--- config.mk ---
export PLATFORM = sky130hd
export DESIGN_NAME = br_loop_unit
export DESIGN_NICKNAME = d
export VERILOG_FILES = /design/src/rtl/br_pkg.sv /design/src/rtl/br_rst_sync.sv /design/src/rtl/br_cond_eval.sv /design/src/rtl/br_count_unit.sv /design/src/rtl/br_target.sv /design/src/rtl/br_loop_unit.sv
export SDC_FILE = /design/constraint.sdc
export NUM_CORES = 1
export LEC_CHECK = 0
export BUFFER_PORTS_ARGS = -buffer_cell sky130_fd_sc_hd__clkbuf_2
export CAP_MARGIN = 20
export CORE_MARGIN = 4
export CORE_UTILIZATION = 44
export DETAILED_ROUTE_END_ITERATION = 7
export PLACE_DENSITY_LB_ADDON = 0.25
export SETUP_SLACK_MARGIN = 0.3
export SLEW_MARGIN = 0
export SYNTH_ARGS = -nofsm -noshare
export SYNTH_HDL_FRONTEND = slang
export SYNTH_SLANG_ARGS = --single-unit
--- constraint.sdc ---
create_clock -name clk_i -period 2 [get_ports clk_i]
set_input_delay 0.4 -clock clk_i [delete_from_list [all_inputs] [get_ports clk_i]]
set_output_delay 0.4 -clock clk_i [all_outputs]
set_load 0.02 [all_outputs]
--- src/rtl/br_pkg.sv ---
package br_pkg;

  typedef enum logic [2:0] {
    BR_NONE   = 3'd0,
    BR_JCC    = 3'd1,
    BR_JCZ    = 3'd2,
    BR_LOOP   = 3'd3,
    BR_LOOPZ  = 3'd4,
    BR_LOOPNZ = 3'd5,
    BR_RSV6   = 3'd6,
    BR_RSV7   = 3'd7
  } br_op_e;

  typedef struct packed {
    logic cf;
    logic zf;
    logic sf;
    logic of;
    logic pf;
  } br_flags_t;

endpackage

--- src/rtl/br_rst_sync.sv ---
module br_rst_sync (
  input  logic clk_i,
  input  logic rst_ni,
  output logic rst_no
);

  logic [1:0] sync_q;

  always_ff @(posedge clk_i or negedge rst_ni) begin
    if (!rst_ni) begin
      sync_q <= 2'b00;
    end else begin
      sync_q <= {sync_q[0], 1'b1};
    end
  end

  assign rst_no = sync_q[1];

endmodule

--- src/rtl/br_cond_eval.sv ---
module br_cond_eval
  import br_pkg::*;
(
  input  br_flags_t   flags_i,
  input  logic [3:0]  cc_i,
  output logic        met_o
);

  logic base;
  logic lt;

  assign lt = flags_i.sf ^ flags_i.of;

  // cc_i[3:1] picks the base test, cc_i[0] negates it
  always_comb begin
    case (cc_i[3:1])
      3'd0:    base = flags_i.of;
      3'd1:    base = flags_i.cf;
      3'd2:    base = flags_i.zf;
      3'd3:    base = flags_i.cf | flags_i.zf;
      3'd4:    base = flags_i.sf;
      3'd5:    base = flags_i.pf;
      3'd6:    base = lt;
      default: base = lt | flags_i.zf;
    endcase
  end

  assign met_o = base ^ cc_i[0];

endmodule

--- src/rtl/br_count_unit.sv ---
module br_count_unit #(
  parameter int CW = 32,
  parameter int NW = 16
) (
  input  logic [CW-1:0] cnt_i,
  input  logic          narrow_i,
  output logic [CW-1:0] dec_o,
  output logic          cnt_zero_o,
  output logic          dec_nz_o
);

  localparam logic [CW-1:0] ONE_W = CW'(1);
  localparam logic [NW-1:0] ONE_N = NW'(1);

  logic [CW-1:0] wide_dec;
  logic [CW-1:0] narrow_dec;

  assign wide_dec = cnt_i - ONE_W;

  generate
    if (NW < CW) begin : g_split
      // narrow mode: decrement low part, keep the upper part
      assign narrow_dec = {cnt_i[CW-1:NW], cnt_i[NW-1:0] - ONE_N};
    end else begin : g_full
      assign narrow_dec = wide_dec;
    end
  endgenerate

  assign dec_o      = narrow_i ? narrow_dec : wide_dec;
  assign cnt_zero_o = narrow_i ? (cnt_i[NW-1:0] == '0) : (cnt_i == '0);
  assign dec_nz_o   = narrow_i ? (|dec_o[NW-1:0]) : (|dec_o);

endmodule

--- src/rtl/br_target.sv ---
module br_target #(
  parameter int AW = 32
) (
  input  logic [AW-1:0] nip_i,
  input  logic [AW-1:0] disp_i,
  input  logic          take_i,
  output logic [AW-1:0] next_o
);

  logic [AW-1:0] sum;

  // two's complement add: negative displacements wrap naturally
  assign sum    = nip_i + disp_i;
  assign next_o = take_i ? sum : nip_i;

endmodule

--- src/rtl/br_loop_unit.sv ---
module br_loop_unit
  import br_pkg::*;
#(
  parameter int AW = 32,
  parameter int CW = 32,
  parameter int NW = 16
) (
  input  logic          clk_i,
  input  logic          rst_ni,
  input  logic          valid_i,
  input  logic [2:0]    op_i,
  input  logic [3:0]    cc_i,
  input  logic          cf_i,
  input  logic          zf_i,
  input  logic          sf_i,
  input  logic          of_i,
  input  logic          pf_i,
  input  logic          addr16_i,
  input  logic [CW-1:0] cnt_i,
  input  logic [AW-1:0] nip_i,
  input  logic [AW-1:0] disp_i,
  output logic          vld_o,
  output logic          taken_o,
  output logic [AW-1:0] nip_o,
  output logic [CW-1:0] cnt_o
);

  logic          rst_s_n;
  br_op_e        op;
  br_flags_t     flags;
  logic          cc_met;
  logic [CW-1:0] cnt_dec;
  logic          cnt_zero;
  logic          dec_nz;
  logic          take_d;
  logic [CW-1:0] cnt_d;
  logic [AW-1:0] nip_d;

  logic          vld_q;
  logic          taken_q;
  logic [AW-1:0] nip_q;
  logic [CW-1:0] cnt_q;

  br_rst_sync i_rst_sync (
    .clk_i  (clk_i),
    .rst_ni (rst_ni),
    .rst_no (rst_s_n)
  );

  assign op       = br_op_e'(op_i);
  assign flags.cf = cf_i;
  assign flags.zf = zf_i;
  assign flags.sf = sf_i;
  assign flags.of = of_i;
  assign flags.pf = pf_i;

  br_cond_eval i_cond (
    .flags_i (flags),
    .cc_i    (cc_i),
    .met_o   (cc_met)
  );

  br_count_unit #(
    .CW (CW),
    .NW (NW)
  ) i_count (
    .cnt_i      (cnt_i),
    .narrow_i   (addr16_i),
    .dec_o      (cnt_dec),
    .cnt_zero_o (cnt_zero),
    .dec_nz_o   (dec_nz)
  );

  // next-state decision
  always_comb begin
    take_d = 1'b0;
    cnt_d  = cnt_i;
    case (op)
      BR_JCC:    take_d = cc_met;
      BR_JCZ:    take_d = cnt_zero;
      BR_LOOP: begin
        take_d = dec_nz;
        cnt_d  = cnt_dec;
      end
      BR_LOOPZ: begin
        take_d = dec_nz & zf_i;
        cnt_d  = cnt_dec;
      end
      BR_LOOPNZ: begin
        take_d = dec_nz & ~zf_i;
        cnt_d  = cnt_dec;
      end
      default: begin
        take_d = 1'b0;
        cnt_d  = cnt_i;
      end
    endcase
  end

  br_target #(
    .AW (AW)
  ) i_target (
    .nip_i  (nip_i),
    .disp_i (disp_i),
    .take_i (take_d),
    .next_o (nip_d)
  );

  // output register stage
  always_ff @(posedge clk_i or negedge rst_s_n) begin
    if (!rst_s_n) begin
      vld_q <= 1'b0;
    end else begin
      vld_q <= valid_i;
    end
  end

  always_ff @(posedge clk_i or negedge rst_s_n) begin
    if (!rst_s_n) begin
      taken_q <= 1'b0;
      nip_q   <= '0;
      cnt_q   <= '0;
    end else if (valid_i) begin
      taken_q <= take_d;
      nip_q   <= nip_d;
      cnt_q   <= cnt_d;
    end
  end

  assign vld_o   = vld_q;
  assign taken_o = taken_q;
  assign nip_o   = nip_q;
  assign cnt_o   = cnt_q;

endmodule

After elaboration in Yosys (flattened, before gate mapping)
Index checks and enable logic that the tools add are counted.
- $add $sub $neg: 3
- bitwise gates (word level): 7
- reduce and logical (&&, ||, !) cells: 6
- multiplexer cells: 7
- equal/unequal tests: 11
- operators with widths (kind ; count):
    2-to-1 mux 32 bit ; 3
    adder 32 bit ; 1
    zero test 32 bit ; 1
    OR reduction 32 bit ; 1
    subtractor 32 x 1 -> 32 bit (second input constant) ; 1
    zero test 16 bit ; 1
    OR reduction 16 bit ; 1
    subtractor 16 x 1 -> 16 bit (second input constant) ; 1
    equality test 3 bit (second input constant) ; 5
    equality test 3 x 2 -> 1 bit (second input constant) ; 4
    case mux 1 bit (7 select lines) ; 1
    equality test 3 x 1 -> 1 bit (second input constant) ; 2
    case mux 1 bit (5 select lines) ; 1
    zero test 3 bit ; 1
    OR reduction 3 bit ; 1
    AND 1 bit ; 2
    2-to-1 mux 1 bit ; 2
    OR 1 bit ; 2
    XOR 1 bit ; 2
    NOT 1 bit ; 1
- word-level logic and storage cells: 39
- register bits after elaboration: 68

Logic depth before layout (Yosys ltp)
Gate-level depths: netlist (run 1).
- depth in word-level cells: 7
- depth in mapped cells: 14

Modules after synthesis
Synthesis (run 1) repeated with hierarchy kept, for this count alone.
- cell total of the unflattened synthesis: 721
- area total of the unflattened synthesis: 6087.1 um^2
- by module, submodules not included (module ; area an instance (um^2) ; instances ; cells an instance):
    br_loop_unit ; 2886.5 ; 1 ; 265
    br_target ; 2232.1 ; 1 ; 321
    br_count_unit ; 833.3 ; 1 ; 120
    br_cond_eval ; 81.3 ; 1 ; 12
    br_rst_sync ; 53.8 ; 1 ; 3

Least setup slack after synthesis (run 1)
No wires, ideal clock.
- path kind: input -> register
- from: input port cnt_i[1]
- to: register nip_q[22] (netlist: nip_o[22])
- cell stages on the path: 14
- arrival: 3.193 ns
- path slack: -1.330 ns
- setup time: 0.137 ns
- path through: inv_1 > ha_1 > or3b_1 > or4b_1 > buf_2 > nor2_1 > a31oi_1 > or4b_1 > o31ai_1 > o311ai_1 > buf_2 > buf_6 > mux2i_1 > a21oi_1
- word-level cells in the longest chain between the ends: 7
- RTL lines (item ; line ; text):
    from (decl) ; br_loop_unit.sv:19 ; input logic [CW-1:0] cnt_i,
    subtractor 32 x 1 -> 32 bit or subtractor 16 x 1 -> 16 bit (tied branches) ; br_count_unit.sv:18, br_count_unit.sv:23 ;
    2-to-1 mux 32 bit ; br_count_unit.sv:29 ; assign dec_o = narrow_i ? narrow_dec : wide_dec;
    OR reduction 32 bit or OR reduction 16 bit (tied branches) ; br_count_unit.sv:31 ; assign dec_nz_o = narrow_i ? (|dec_o[NW-1:0]) : (|dec_o);
    2-to-1 mux 1 bit ; br_count_unit.sv:31 ;
    AND 1 bit, on equally long branches ; br_loop_unit.sv:90, br_loop_unit.sv:86 ;
    case mux 1 bit (5 select lines) (*) ; br_loop_unit.sv:78 ; case (op)
    2-to-1 mux 32 bit (*) ; br_target.sv:14 ; assign next_o = take_i ? sum : nip_i;
    to (signal assigned) ; br_loop_unit.sv:125 ; nip_q <= nip_d;
    to (decl) ; br_loop_unit.sv:41 ; logic [AW-1:0] nip_q;
Every way passes the cells marked *; elsewhere a longest branch is shown, timed or not.
A chain may end at the register's enable or synchronous reset.

Worst setup path after layout (run 1)
- from: input port cnt_i[5]
- to: register nip_q[25] (netlist: nip_o[25])
Same word-level chain as after synthesis.

==> impl_metrics.toml, run 1 <==
[run_status]
status = "complete, but fails checks"
violations = "setup timing"

[logic_synthesis]
syn-num-nets = 803
yosysWarnings = 0
synth_most_common_cell = "nor2_1"
synth-seq-cells = 68
synth_edf_count = 0
synth.top_cell.area_share = 0.3116
avgSynthCellArea_sq_um = 8.311
synth_cell_type_count = 67
async_reset_ff_frac = 1.000
yosys.area.top_type = "dfrtp_1"
synth_area_leaders = "dfrtp_1 31%, ha_1 7.6%, a21oi_1 7.2%"
yosysSeqAreaShare = 0.3116
netlist_area_sq_um = 5460
synth-main-ff-cell = "dfrtp_1"
synthCells = 657
synth_common_cells = "87 x nor2_1, 79 x a21oi_1, 68 x dfrtp_1"

[detailed_routing]
drc_errors = 0
first_pass_iters = 7
vias_per_cell = 5.389
wire_per_inst_um = 16.29
dr_total_vias = 6343
antenna_left = 0
drtIter0Drc = 349
wirelength_mm = 19.18

[global_route]
grt_pass1_vias = 6568
track_usage = 0.2603
antenna_found_initial = 0
grt_first_pass_wirelength_mm = 30.44
grt_max_degree = 78
grt-ovfl-total = 0

[setup_path]
crit_arrival_ns = 3.33
crit_required_ns = 2.21
crit_path_start = "cnt_i[5]"
slowest_stage = "or4b_4"
slowest_delay_ns = 0.56
r2r_start = "i_rst_sync.sync_q[1]"
crit_top_cell = "buf_6"
critical_path.top_delay_family = "simple AND/OR/NAND/NOR gates"
worstSetupEndpointType = "flop"
path_cells = "buf_6 > or4_4 > or4b_4 > o211ai_1 > or4b_1 > o31ai_2 > buf_4 > o311ai_4 > buf_12 > buf_6 > clkbuf_16 > nand4_1 > o221ai_1"
critPathLaunchType = "input pin"
cp.buffers_inverters = 5
crit_fanout = 7
critical_path_class = "in2reg"

[layout]
diodes = 0
nets = 1150
fillers = 904
areaGrowthSynthToFinish_pct = 59.67
drive_gt1_frac = 0.4400
final_core_utilization = 0.7228
stdcell_area_sq_um = 8718

[timing]
fin_crit_sh = 1.559
slew_headroom = 0.6023
clock.fmax_mhz = 320.7
final.setup_skew_ns = 0.007225
finalCriticalPeriod_ns = 3.118
tightest_slew_ns = 0.5966
fin_setup_tns_ns = -38.14
rsz0062_at_grt = "true"
hold-worst-slack_ns = 0.2707
drv_slew = 0
hold_viol_final = 0
worst_slack_ns = -1.118
setup_viol = 46

[die]
fp.coreArea_sq_um = 12060
die_w_um = 119.4
die-height_um = 119.4
ios = 178
die-area_sq_um = 14260
rows = 40
start_util = 0.4527

[cts]
clkSinkCount = 68
clk_latency_ns = 0.35
clkTransAtPathRegs_ns = 0.06
cts_buffers = 9
htreeDepth = 3
root_buffer = "clkbuf_16"
cts_buffer_depth = 2
cts_tree = "yes"

[power_and_ir_drop]
power_uw = 5289
swShare = 0.3485
p_switching_uw = 1843
irDropWorstVdd_v = 0.0003874
leakagePower_uw = 0.004219
p_seq_frac = 0.313
p_comb_frac = 0.390
pwr-share-clk = 0.297
p_per_area_nw_per_um2 = 606.6
cell_internal_pwr_uw = 3446

[placed_design]
portBuffers = 177
place_area_sq_um = 7888
gp_congestion = 0.9402
dp_hpwl_mm = 14.43

[worst_hold_path]
hold_class = "reg2async"

[run]
max-cap-violations = 0
## placed cells by master (no fill, tap or decap), types with 7 or more instances in the layout
master / n
o21ai_0: 18
mux2i_1: 25
buf_6: 16
buf_4: 169
inv_1: 18
nor3_1: 7
dfrtp_1: 67
a21o_1: 14
xor2_1: 22
clkbuf_16: 10
nand4_1: 7
a21oi_1: 78
nor2b_1: 8
nand2b_1: 7
nand3_1: 8
a31oi_1: 9
ha_1: 32
xnor2_1: 40
nor2_1: 84
clkbuf_2: 173
nand2_1: 36
## area by class of cell
cell class | count | area, sq um | area share
multi-input cells | 537 | 3923 | 0.4499
repair buffers | 368 | 2512 | 0.2882
flip-flops and latches | 68 | 1703 | 0.1953
clock buffers | 13 | 270.3 | 0.03100
well taps | 168 | 210.2 | 0.02411
inverters | 20 | 80.08 | 0.009185
clock inverters | 3 | 20.02 | 0.002296
## kinds of logic (layout without fill, tap and decap cells)
kind of cell | after synthesis | in the layout | synth area share
and+or+nand+nor | 233 | 233 | 0.2133
buffers and inverters | 52 | 404 | 0.03804
adders and majority gates | 34 | 34 | 0.07929
xor gates and xnor gates | 65 | 65 | 0.1043
DFF | 68 | 68 | 0.3116
AOI/OAI and AO/OA | 175 | 175 | 0.1987
muxes | 29 | 29 | 0.05408
other | 1 | 1 | 0.0006868
## metal layers
layer	part of all wire	vias up	GRT usage
li1	-	3062	-
met1	0.41	3018	0.3200
met2	0.50	228	0.4440
met3	0.069	35	0.05840
met4	0.023	0	0.1002
met5	0	-	0
## power groups by stage
stage | Sequential (uW) | Combinational, uW | Clock, uW
2_1_floorplan | 1880 | 823 | 0
3_3_place_gp | 1670 | 1860 | 0
3_5_place_dp | 1670 | 1910 | 0
4_1_cts | 1660 | 1970 | 1600
5_1_grt | 1680 | 2230 | 1670
6_report | 1660 | 2060 | 1570
## metrics by stage
stage / setup slack, ns / std cells
2_1_floorplan: -1.202 / 657
3_3_place_gp: -1.486 / 1146
3_5_place_dp: -1.537 / 1146
4_1_cts: -1.055 / 1169
5_1_grt: -1.218 / 1177
6_report: -1.118 / 1177
## final timing paths
path                                   endpoint  slack, ns  cells past startpoint
hold / removal                         nip_o[1]       0.27                      0
max in group asynchronous             cnt_o[26]       1.07                      1
min in group clk_i         i_rst_sync.sync_q[1]       0.35                      0
setup reg to reg                      cnt_o[26]       1.07                      1
setup / recovery                      nip_o[25]      -1.12                     13
hold reg to reg                        nip_o[1]       0.27                      0
## flip-flops by register name (all words and copies together), names as in the netlist
| register | cells |
|---|---|
| taken_o | 1 |
| i_rst_sync.sync_q | 2 |
| vld_o | 1 |
| nip_o | 32 |
| cnt_o | 32 |
## what timing repair did
action                                 4_1_cts  5_1_grt
gates resized for setup                     30       49
hold buffers                                 1        0
gates cloned                                 1        1
setup endpoints to repair                   54       57
pin swaps                                   21       25
endpoints found under the hold margin        2        0
setup buffers                                5        7
Power figures use the tool's default switching activity.
==> run 2: changes to the inputs <==
--- a/config.mk
+++ b/config.mk
@@ -10,8 +10,9 @@
 export CORE_MARGIN = 4
 export CORE_UTILIZATION = 44
 export DETAILED_ROUTE_END_ITERATION = 7
-export PLACE_DENSITY_LB_ADDON = 0.25
+export PLACE_DENSITY_LB_ADDON = 0.15
 export SETUP_SLACK_MARGIN = 0.3
+export SKIP_CTS_REPAIR_TIMING = 1
 export SLEW_MARGIN = 0
 export SYNTH_ARGS = -nofsm -noshare
 export SYNTH_HDL_FRONTEND = slang
==> run 2 against run 1 <==
Against the previous run:
- routed wire length shrank 5.7%
- largest cell class unchanged
- highest routed layer unchanged
- cell count shrank 0.85%
- clock-buffer cell count shrank 3
- largest power group unchanged
- first-iteration DRC count shrank 20%
- the flow still finishes with violations (setup timing)
- fmax grew 1.2%
==> impl_metrics.toml, run 2 (synthesis results as in run 1) <==
[power_and_ir_drop]
pwr-share-clk = 0.349
power_uw = 5513
irDropWorstVdd_v = 0.0004082
leakagePower_uw = 0.004150
p_per_area_nw_per_um2 = 645.0
swShare = 0.3309
p_switching_uw = 1825
p_seq_frac = 0.299
p_comb_frac = 0.352
cell_internal_pwr_uw = 3689

[cts]
root_buffer = "clkbuf_16"
clkSinkCount = 68
cts_buffer_depth = 2
cts_tree = "yes"
clk_latency_ns = 0.34
clkTransAtPathRegs_ns = 0.06
cts_buffers = 9
htreeDepth = 3

[timing]
final.setup_skew_ns = 0.006003
worst_slack_ns = -1.082
fin_crit_sh = 1.541
clock.fmax_mhz = 324.5
hold_viol_final = 0
finalCriticalPeriod_ns = 3.082
rsz0062_at_grt = "true"
setup_viol = 47
drv_slew = 0

[placed_design]
gp_congestion = 0.9303
dp_hpwl_mm = 13.98
portBuffers = 177
post-place-ws_ns = -1.534
place_inst = 1141
place_area_sq_um = 7850

[die]
die-area_sq_um = 14260
ios = 178
rows = 40
start_util = 0.4527
die-height_um = 119.4
fp.coreArea_sq_um = 12060
die_w_um = 119.4

[global_route]
grt_first_pass_wirelength_mm = 29.12
antenna_found_initial = 0
use_met3 = 0.04986
grt-busiest-layer = "met2"
grt_pass1_vias = 6215
grt_max_degree = 97
track_usage = 0.2473
grt-ovfl-total = 0
grt_util_met1 = 0.3098
grt_use_met2 = 0.4299

[layout]
stdcell_area_sq_um = 8548
nets = 1140
drive_gt1_frac = 0.4214
final_core_utilization = 0.7087
instances_no_fill = 1167
areaGrowthSynthToFinish_pct = 56.55
diodes = 0
layout_commonest_cell = "clkbuf_2"
layout_common_cells = "173 x clkbuf_2, 165 x buf_4, 84 x nor2_1"

[detailed_routing]
drtIter0Drc = 280
antenna_left = 0
wirelength_mm = 18.08
dr_total_vias = 6130
vias_per_cell = 5.253
first_pass_iters = 4
wire_per_inst_um = 15.49
drc_errors = 0

[setup_path]
critical_path_class = "in2reg"
cp.buffers_inverters = 4
critical_path.top_delay_family = "simple AND/OR/NAND/NOR gates"
path_cells = "buf_6 > or4_4 > or4b_4 > nor2_1 > a31oi_1 > or4b_1 > o31ai_2 > buf_4 > o311ai_4 > buf_12 > buf_12 > mux2i_1 > a21oi_1"
crit_fanout = 7
crit_required_ns = 2.21
crit_top_cell = "buf_12"
worstSetupEndpointType = "flop"
critPathLaunchType = "input pin"
slowest_stage = "or4b_4"
slowest_delay_ns = 0.57
crit_arrival_ns = 3.30

[run_status]
violations = "setup timing"
status = "complete, but fails checks"

[run]
max-cap-violations = 0

[worst_hold_path]
hold_class = "reg2async"
-- run 2: metrics by stage --
| stage | TNS, ns | hold WS (ns) |
|---|---|---|
| 6_report | -37.38 | 0.2745 |
| 5_1_grt | -42.43 | 0.3321 |
| 4_1_cts | -39.32 | -0.1788 |
| 3_5_place_dp | -58.15 | 0.1864 |
| 3_3_place_gp | -55.31 | 0.1855 |
| 2_1_floorplan | -41.87 | 0.1044 |
-- run 2: layout make-up --
cell class / count / area, sq um
Fill cell: 968 / 3513
Clock inverter: 6 / 111.4
Tap cell: 168 / 210.2
Multi-Input combinational cell: 537 / 3829
Timing Repair Buffer: 358 / 2376
Clock buffer: 10 / 239.0
Inverter: 20 / 80.08
Sequential cell: 68 / 1703
-- run 2: path summary, 6_finish.rpt --
path                                       from   endpoint  slack [ns]  cells past startpoint
max                                    cnt_i[5]   nip_o[7]       -1.08                     13
min reg2reg                i_rst_sync.sync_q[1]  cnt_o[26]        0.27                      1
max reg2reg                            nip_o[1]   nip_o[1]        1.25                      1
max in group asynchronous  i_rst_sync.sync_q[1]   cnt_o[2]        1.42                      1
min in group clk_i                    nip_i[31]  nip_o[31]        0.35                      4
min                        i_rst_sync.sync_q[1]  cnt_o[26]        0.27                      1
-- run 2: power by group through the flow --
stage	registers [uW]	clock network, uW	logic, uW
after floorplan	1880	0	823
after global placement	1660	0	1850
after CTS	1650	1950	1900
after global routing	1670	2010	2120
final	1650	1920	1940
after detailed placement	1670	0	1890
-- run 2: routing by layer --
layer	up-vias	routed length [um]
li1	3046	-
met1	2877	7709
met2	181	9069
met3	26	942
met4	0	361
met5	-	0
==> run 3: changes to the inputs <==
--- a/config.mk
+++ b/config.mk
@@ -7,7 +7,7 @@
 export LEC_CHECK = 0
 export BUFFER_PORTS_ARGS = -buffer_cell sky130_fd_sc_hd__clkbuf_2
 export CAP_MARGIN = 20
-export CORE_MARGIN = 4
+export CORE_MARGIN = 2
 export CORE_UTILIZATION = 44
 export DETAILED_ROUTE_END_ITERATION = 7
 export PLACE_DENSITY_LB_ADDON = 0.15
==> constraint.sdc (replaced) <==
create_clock -name clk_i -period 2.5 [get_ports clk_i]
set_input_delay 0.5 -clock clk_i [delete_from_list [all_inputs] [get_ports clk_i]]
set_output_delay 0.5 -clock clk_i [all_outputs]
set_load 0.02 [all_outputs]
==> run 3 against run 2 <==
Against the previous run:
- largest cell class unchanged
- sequential share of layout area rose by 0.96 points
- setup slack better by 0.31 ns
- clock power down 36%
- flip-flop and latch count unchanged
- the flow still finishes with violations (setup timing)
- critical path type unchanged
- sequential power down 20%
- utilization shrank 3.2 points
- critical endpoint is now nip_o[20]
- highest routed layer unchanged
==> impl_metrics.toml, run 3 (synthesis results as in run 1) <==
[detailed_routing]
drc_errors = 0
wirelength_mm = 17.32
vias_per_cell = 5.318
first_pass_iters = 5
wire_per_inst_um = 15.09
dr_total_vias = 6105
drtIter0Drc = 365
antenna_left = 0

[setup_path]
worstSetupEndpointType = "flop"
crit_fanout = 23
crit_arrival_ns = 3.53
critPathLaunchType = "input pin"
critical_path_class = "in2reg"
crit_required_ns = 2.76

[layout]
stdcell_area_sq_um = 8157
seqCellArea_sq_um = 1703
drive_gt1_frac = 0.3990
areaGrowthSynthToFinish_pct = 49.38
diodes = 0
nets = 1121
layout_common_cells = "173 x clkbuf_2, 155 x buf_4, 84 x nor2_1"
layout_commonest_cell = "clkbuf_2"
multi_input_area_sq_um = 3715
fillers = 1005

[timing]
setup_viol = 37
hold_viol_final = 0
drv_slew = 0
rsz0062_at_grt = "true"
slew_headroom = 0.4113
clock.fmax_mhz = 305.4
tightest_slew_ns = 0.8830
fin_crit_sh = 1.310
final.setup_skew_ns = 0.005529
worst_slack_ns = -0.7747
finalCriticalPeriod_ns = 3.275
hold-worst-slack_ns = 0.3562

[cts]
cts_tree = "yes"
clkTransAtPathRegs_ns = 0.06
cts_buffers = 9
clk_latency_ns = 0.35
clkSinkCount = 68
root_buffer = "clkbuf_16"
htreeDepth = 3
cts_buffer_depth = 2

[power_and_ir_drop]
pwr-share-clk = 0.302
p_seq_frac = 0.325
swShare = 0.3542
p_switching_uw = 1433
cell_internal_pwr_uw = 2613
p_per_area_nw_per_um2 = 496.1
p_comb_frac = 0.373
leakagePower_uw = 0.003929
irDropWorstVdd_v = 0.0003162

[die]
die-area_sq_um = 13320
fp.coreArea_sq_um = 12060
start_util = 0.4527
die-height_um = 115.4
ios = 178
rows = 40
die_w_um = 115.4

[placed_design]
gp_congestion = 0.9398
portBuffers = 177
dp_hpwl_mm = 13.54
place_area_sq_um = 7677

[global_route]
grt-busiest-layer = "met2"
grt_pass1_vias = 6071
antenna_found_initial = 0
grt_util_met1 = 0.3232
grt_first_pass_wirelength_mm = 27.79
use_met3 = 0.05535
grt-ovfl-total = 0
grt_max_degree = 67
grt_use_met2 = 0.4417
track_usage = 0.2593

[run_status]
violations = "setup timing"
status = "complete, but fails checks"

[worst_hold_path]
hold_class = "reg2reg"

[run]
max-cap-violations = 0
==> run 3: changes by cell type in the layout (fill, tap and decap cells not counted), moves of 2 or more <==
cell | before | now
buf_12 | 5 | 2
nor3_4 | 5 | 1
bufinv_16 | 3 | 0
xnor2_2 | 2 | 0
nor3_1 | 8 | 13
clkinv_2 | 1 | 3
buf_6 | 13 | 6
buf_4 | 165 | 155
nand2_1 | 37 | 39
xnor2_1 | 40 | 42
==> run 3: area by class of cell <==
type,instances,area share
inverter,20,0.01012
sequential,68,0.2088
tap,168,0.02577
clock buffer,10,0.02930
multi-input combinational,537,0.4554
timing repair buffer,339,0.2657
clock inverter,6,0.004909
==> run 3: layer usage <==
layer	vias to the layer above	part of all wire
li1	3001	-
met1	2884	0.43
met2	186	0.49
met3	34	0.059
met4	0	0.022
met5	-	0
==> run 3: power by group through the flow <==
stage	combinational [uW]	clock, uW	sequential [uW]
global placement	1440	0	1330
CTS	1480	1240	1320
floorplan	657	0	1500
finish	1510	1220	1320
global route	1650	1280	1330
detailed placement	1480	0	1330
==> run 3: critical path, stage by stage <==
cell and delay (ns):
buf_6 0.09, or4_4 0.54, or4b_4 0.56, nor2_1 0.15, a31oi_1 0.10, or4b_1 0.48
o31ai_2 0.19, buf_4 0.15, o311ai_4 0.16, buf_12 0.23, or2_0 0.20, a31oi_1 0.17
==> run 3: path summary, 6_finish.rpt <==
kind	cells after the start	slack, ns	from	endpoint
setup / recovery	12	-0.77	cnt_i[7]	nip_o[20]
hold / removal	0	0.36	i_rst_sync.sync_q[0]	i_rst_sync.sync_q[1]
setup reg to reg	1	1.46	i_rst_sync.sync_q[1]	cnt_o[8]
hold reg to reg	0	0.36	i_rst_sync.sync_q[0]	i_rst_sync.sync_q[1]
max in group asynchronous	1	1.46	i_rst_sync.sync_q[1]	cnt_o[8]
min in group asynchronous	2	0.48	rst_ni	i_rst_sync.sync_q[0]
==> run 3: metrics by stage <==
| step | util | setup TNS (ns) | cells | total power, uW | worst slack (ns) |
|---|---|---|---|---|---|
| floorplan | - | -25.34 | 657 | 2159 | -0.8015 |
| global placement | 0.6365 | -34.46 | 1127 | 2771 | -1.015 |
| detailed placement | 0.6365 | -36.46 | 1127 | 2809 | -1.083 |
| CTS | 0.6596 | -22.17 | 1143 | 4041 | -0.7292 |
| global route | 0.6762 | -27.54 | 1148 | 4262 | -0.8686 |
| finish | 0.6762 | -23.25 | 1148 | 4046 | -0.7747 |
